[config.mk]
export PLATFORM = sky130hd
export DESIGN_NAME = mdio_frame_master
export DESIGN_NICKNAME = d
export VERILOG_FILES = /design/src/rtl/mdio_frame_master.sv
export SDC_FILE = /design/constraint.sdc
export NUM_CORES = 1
export LEC_CHECK = 0
export BUFFER_PORTS_ARGS = -buffer_cell sky130_fd_sc_hd__buf_2
export CORE_MARGIN = 2
export CORE_UTILIZATION = 56
export CTS_BUF_LIST = sky130_fd_sc_hd__clkbuf_8
export DETAILED_ROUTE_END_ITERATION = 7
export GPL_ROUTABILITY_DRIVEN = 0
export GPL_TIMING_DRIVEN = 0
export PLACE_DENSITY_LB_ADDON = 0.1
export SLEW_MARGIN = 20
export SYNTH_ARGS = -nofsm -noshare
export SYNTH_HDL_FRONTEND = slang
export SYNTH_SLANG_ARGS = --single-unit
[constraint.sdc]
create_clock -name clk -period 2.8 [get_ports clk]
set_input_delay 0.28 -clock clk [delete_from_list [all_inputs] [get_ports clk]]
set_output_delay 0.28 -clock clk [all_outputs]
set_load 0.01 [all_outputs]
[src/rtl/mdio_frame_master.sv]
module mdio_frame_master #(
  parameter int PRE_BITS = 32,
  parameter int DIV_W    = 6
) (
  input  logic        clk,
  input  logic        rst_n,
  input  logic [1:0]  reg_addr,
  input  logic        reg_wr,
  input  logic [31:0] reg_wdata,
  output logic [31:0] reg_rdata,
  output logic        mdc,
  input  logic        mdio_i,
  output logic        mdio_o,
  output logic        mdio_oe
);
  localparam int NBITS = PRE_BITS + 32;
  localparam int IW    = $clog2(NBITS);
  localparam logic [1:0] A_FRAME = 2'd0, A_EVT = 2'd1, A_CTRL = 2'd2, A_SPD = 2'd3;

  logic [31:0]      frame;
  logic             evt, en, busy;
  logic [DIV_W-1:0] div, cnt;
  logic [IW-1:0]    idx;
  logic [4:0]       fpos;

  assign fpos = 5'(idx - IW'(PRE_BITS));

  wire in_frame = idx >= IW'(PRE_BITS);
  wire is_rd    = frame[29:28] == 2'b10;
  wire rd_data  = is_rd && in_frame && fpos >= 5'd16;
  wire released = is_rd && in_frame && fpos >= 5'd15;
  wire bitval   = in_frame ? frame[5'd31 - fpos] : 1'b1;
  wire tick     = busy && div != '0 && cnt >= div - 1'b1;
  wire last     = idx == IW'(NBITS - 1);
  wire start    = reg_wr && reg_addr == A_FRAME && !busy && en;

  assign mdio_oe = busy && !released;
  assign mdio_o  = mdio_oe && bitval;

  always_comb begin
    case (reg_addr)
      A_FRAME: reg_rdata = frame;
      A_EVT:   reg_rdata = {31'b0, evt};
      A_CTRL:  reg_rdata = {31'b0, en};
      default: reg_rdata = {{(31-DIV_W){1'b0}}, div, 1'b0};
    endcase
  end

  always_ff @(posedge clk) begin
    if (!rst_n) begin
      frame <= '0;
      evt   <= 1'b0;
      en    <= 1'b0;
      busy  <= 1'b0;
      div   <= '0;
      cnt   <= '0;
      idx   <= '0;
      mdc   <= 1'b0;
    end else begin
      if (reg_wr && reg_addr == A_CTRL) en <= reg_wdata[0];
      if (reg_wr && reg_addr == A_SPD)  div <= reg_wdata[DIV_W:1];
      if (reg_wr && reg_addr == A_EVT && reg_wdata[0]) evt <= 1'b0;
      if (start) begin
        frame <= reg_wdata;
        busy  <= 1'b1;
        idx   <= '0;
        cnt   <= '0;
        mdc   <= 1'b0;
      end else if (busy && div != '0) begin
        if (!tick) begin
          cnt <= cnt + 1'b1;
        end else begin
          cnt <= '0;
          mdc <= !mdc;
          if (!mdc) begin
            if (rd_data) frame[15:0] <= {frame[14:0], mdio_i};
          end else if (last) begin
            busy <= 1'b0;
            evt  <= 1'b1;
          end else begin
            idx <= idx + 1'b1;
          end
        end
      end
    end
  end
endmodule


Word level (Yosys, flattened, before mapping):

Cells that the tools add are included.

* multiplexer cells: 21
* reduce and logical (&&, ||, !) cells: 29
* add/subtract/negate cells: 5
* bitwise operators: 2
* eq/ne operators: 6
* magnitude comparators: 5

Operator list (number)
* $pmux W32 S3: 1
* $mux W16: 5
* $logic_and A1 B1 Y1: 14
* $mux W1: 13
* $add A6 B1 Y6 const B: 2
* $reduce_and A4 Y1: 3
* $reduce_bool A2 Y1: 5
* $eq A2 B2 Y1 const B: 3
* $eq A6 B6 Y1 const B: 1
* $ge A6 B6 Y1: 1
* $ge A6 B6 Y1 const B: 1
* $lt A5 B6 Y1 const B: 1
* $mux W6: 1
* $reduce_bool A6 Y1: 1
* $sub A6 B1 Y6 const B: 1
* $bmux W1 S5: 1
* $ge A5 B4 Y1 const B: 1
* $ge A5 B5 Y1 const B: 1
* $sub A5 B1 Y5 const B: 1
* $sub A5 B5 Y5 const A: 1
* $logic_not A1 Y1: 3
* $eq A2 B1 Y1 const B: 1
* $logic_not A2 Y1: 1
* $ne A2 B1 Y1 const B: 1
* other kinds (3): 4

* input bits: 38
* output and inout bits: 35
* bits in registers: 54

Logic depth before layout (Yosys ltp):

* depth in word-level cells: 9
* gate-level depth with buffers: 11
* mapped depth without buffers: 10

Worst setup path after synthesis:

No wires, ideal clock.

* path kind: flip-flop to flip-flop
* start point: reg div[2]
* end point: reg idx[1]
* period minus slack after synthesis: 2334 ps
* stages on the path, launching flop included: 11
* buffers on the path: 1
* slack: 466 ps
* setup time: 71 ps
* required time: 2729 ps
* data arrival time: 2263 ps
* cells stage by stage: dfxtp_1 or3_1 nor3_1 xnor2_1 ha_1 o21a_1 a21oi_1 o21a_1 clkbuf_1 o21ai_0 a21oi_1

* cells in the longest elaborated chain, start to end: 4

RTL lines
* from (decl): RTL line 22 `logic [DIV_W-1:0] div, cnt;`
* from (signal assigned): RTL line 61 `if (reg_wr && reg_addr == A_SPD) div <= reg_wdata[DIV_W:1];`
* $sub A6 B1 Y6 or $reduce_bool A6 Y1 (tied branches): RTL line 33, 69
* $ge A6 B6 Y1 or $logic_and A1 B1 Y1 (tied branches): RTL line 33, 69
* $logic_and A1 B1 Y1: RTL line 33 `wire tick = busy && div != '0 && cnt >= div - 1'b1;`
* $reduce_and A4 Y1 (no source line) (*)
* to (signal assigned): RTL line 81 `idx <= idx + 1'b1;`
* to (decl): RTL line 23 `logic [IW-1:0] idx;`

Every way passes the cells marked *; elsewhere a longest branch is shown, timed or not.
A chain may end at the register's enable or synchronous reset.

Worst setup path in the final report:

* start point: reg div[2]
* end point: reg idx[3]

The elaborated chain is that of the path after synthesis.

==> run summary <==
Total iterations of the first detailed-routing run -> 6
Post-synthesis async set-or-reset flop share -> 0%
Final cell utilization of the core -> 68.0%
Die width -> 79.3 microns
P_leak -> 1.51 nW
Mean Syn Cell Area -> 8.51 sq um
Worst R2R Start -> div[2]
Final antenna-violating net count -> 0
Fillers -> 505
Register area share after synthesis -> 34.0%
First-pass GRT wire length -> 14,100 microns
DIE AREA -> 0.00629 sq mm
CTS Buf Count -> 5
DRT Wirelength -> 8520 microns
Share of layout cells above drive strength 1 -> 23.4%
Distinct cell type count after synthesis -> 45
Power Dens Cells -> 379 mW/mm^2
Residual DRC -> 0
Setup crit start kind -> flip-flop
Synth Flop Type -> dfxtp_1
#FFs+latches synth -> 54
Total of max-cap violations -> 0
Core footprint -> 0.00551 sq mm
Slew Limit Fails -> 0
Multi-input gate area -> 0.00190 sq mm
Synth Cell Area -> 0.00318 sq mm
Starting DRT DRC Count -> 274
Gr usage total -> 28.5%
Syn Nets -> 422
Clock-pin slew on the worst setup and hold paths -> 0.10 ns
# setup viols final -> 0
Register area -> 0.00108 sq mm
Min-Delay Endpoint -> frame[16]
CTS max path bufs -> 2
Hold path start -> reg_wdata[16]
Dpl cell area -> 0.00363 sq mm
Run status -> finished clean
Post-synth EDFFs -> 0
Fin crit share -> 90.0%
Worst setup path class -> flip-flop to flip-flop
Crit-path leading delay family -> simple AND/OR/NAND/NOR gates
Row cnt -> 27
Antenna violations before repair -> 0
Slack of the critical path -> 0.280 ns
Worst-margin pin slew -> 0.688 ns
Nets -> 501
I/O Buffers -> 72
Root Driver -> clkbuf_8
Reg-to-reg slack, setup -> 0.28 ns
CP Capture Type -> flip-flop
Path depth of the worst reg2reg path -> 8
DP HPWL -> 6370 microns
Max IR drop VDD -> 0.287 mV
Starting Density -> 57.7%
Inserted Diodes -> 0
Syn Inst Count -> 373
TritonCTS Sinks -> 54
Post-route cell area -> 0.00375 sq mm
Setup WS pre-CTS -> -0.0397 ns
Vias in the first global route -> 2,899
IO Pins -> 73
Worst r2r dst -> idx[3]
Buf+Inv Stages, Crit Path -> 0
CTS tree -> done
Hold Crit Class -> input port to flip-flop
Setup repair bufs after CTS -> 0
Critical path fanouts, max -> 10
Synth-to-Final Area Change -> 18.0%
Crit-path slowest cell -> or4_1
Clock Skew -> 0.00730 ns
Setup tns final -> 0 ns
Warnings, synthesis -> 0
Max_slew headroom -> 53.9%
Hold buffers post-CTS -> 0
Final Hold Fails -> 0
Die height -> 79.3 microns
Hold Crit Depth -> 3
Largest net degree at the start of global routing -> 17
Via/cell ratio -> 5.97
CP arrival -> 2.76 ns
Largest stage delay, worst path -> 0.52 ns
Max Clk Rate -> 397 MHz
Worst skew pair latency -> 0.31 ns
Gr ovfl total -> 0
Per-cell routed wire length -> 16.2 microns
Minimum clock period -> 2.52 ns
Crit path cell chain -> or3_1 > nor3_1 > xnor2_1 > ha_1 > nand4_1 > o21a_2 > or4_1 > a21oi_1
DR vias -> 3,134
H-tree depth -> 2
CP required -> 3.04 ns
RSZ-0062 raised after global routing -> false
## stage by stage
step	power [W]	hold slack (ns)	instances
after detailed placement	0.000911	0.467	517
after global routing	0.00147	0.211	525
after floorplan	0.000858	0.425	373
after global placement	0.000908	0.460	517
after CTS	0.00142	0.208	525
final	0.00142	0.216	525
## cell families after synthesis
family	count (synthesis)	synth area share [%]
buf+inv	39	6.15
compound gates	121	24.9
flops	54	34.0
mux	17	7.72
fa+ha+maj	11	4.33
simple gates	122	20.3
xor+xnor	9	2.48
## cell type report
class,count,share of cell area (%)
clock buffer,5,1.84
clock inverter,3,1.10
sequential,54,28.9
multi-input combinational,280,50.7
buffer,30,4.54
timing repair buffer,72,9.62
inverter,9,0.902
tap,72,2.40
## state kept, by name, summed over array words and instances (netlist names)
signal  count
frame      32
cnt         6
div         6
idx         6
busy        1
en          1
evt         1
mdc         1
## how the worst max path moves through the flow
stage                       from     end  slack, ns  depth (start not counted)
after global routing      div[2]     mdc       0.02                         10
after detailed placement  div[2]  idx[0]      -0.04                         10
after global placement    div[2]  idx[1]       0.02                         10
after floorplan           div[2]  idx[1]       0.47                         10
after CTS                 div[2]  idx[0]       0.10                         10
final                     div[2]  idx[3]       0.28                          8
## power breakdown
group	total, W	leakage (nW)	switching (W)	internal, W
sequential	0.000781	0.435	0.00000760	0.000774
combinational	0.000112	1.02	0.0000617	0.0000502
clock	0.000526	0.0556	0.000263	0.000264
total	0.00142	1.51	0.000332	0.00109
## placed cells by master (no fill, tap or decap), types with 4 or more instances in the layout
master    netlist  layout
inv_1           9      10
buf_2           5      77
mux2i_1        11      11
xor2_1          5       5
xnor2_1         4       4
ha_1           11      11
a21boi_0       23      23
nor2_1          8       8
nand2_1        47      47
o21ai_0        27      27
o21ai_1        10      10
a41oi_1        17      17
buf_6           5       5
clkbuf_1       18      15
a22o_1          6       6
dfxtp_1        54      54
nand4_1         5       5
clkbuf_8        0       5
nand3_1        10      10
a21oi_1        25      25
mux4_2          6       6
and2_1         26      26
## routing by layer
layer	wire, microns	global-route usage (%)	vias up
li1	-	-	1515
met1	3870	39.2	1487
met2	3970	44.2	118
met3	539	5.34	14
met4	142	11.4	0
met5	0	0	-
## cells in the mapped netlist (all sizes together) (4+ instances only)
master  count  area share, %
a21boi     23            5.4
a21oi      25            3.9
a22o        6            1.7
a41oi      17            4.7
and2       26            5.1
buf        11            2.8
clkbuf     19            2.3
dfxtp      54             34
ha         11            4.3
inv         9            1.1
mux2i      11            3.5
mux4        6            4.3
nand2      48            5.9
nand3      11            1.9
nand4       5           0.99
nor2        8           0.95
nor3        4           0.79
o21ai      37            5.8
xnor2       4            1.1
xor2        5            1.4
## repair_timing
action,in CTS,in global routing
resized for setup,1,10
pin swaps,0,0
setup endpoints to repair,8,29
## tightest hold or removal path: cells and delay by family
| family | cells | cell delay [ns] |
|---|---|---|
| AOI/OAI and AO/OA | 1 | 0.06 |
| buffers and inverters | 1 | 0.10 |
| and+or+nand+nor | 1 | 0.04 |
Power figures use the tool's default switching activity.
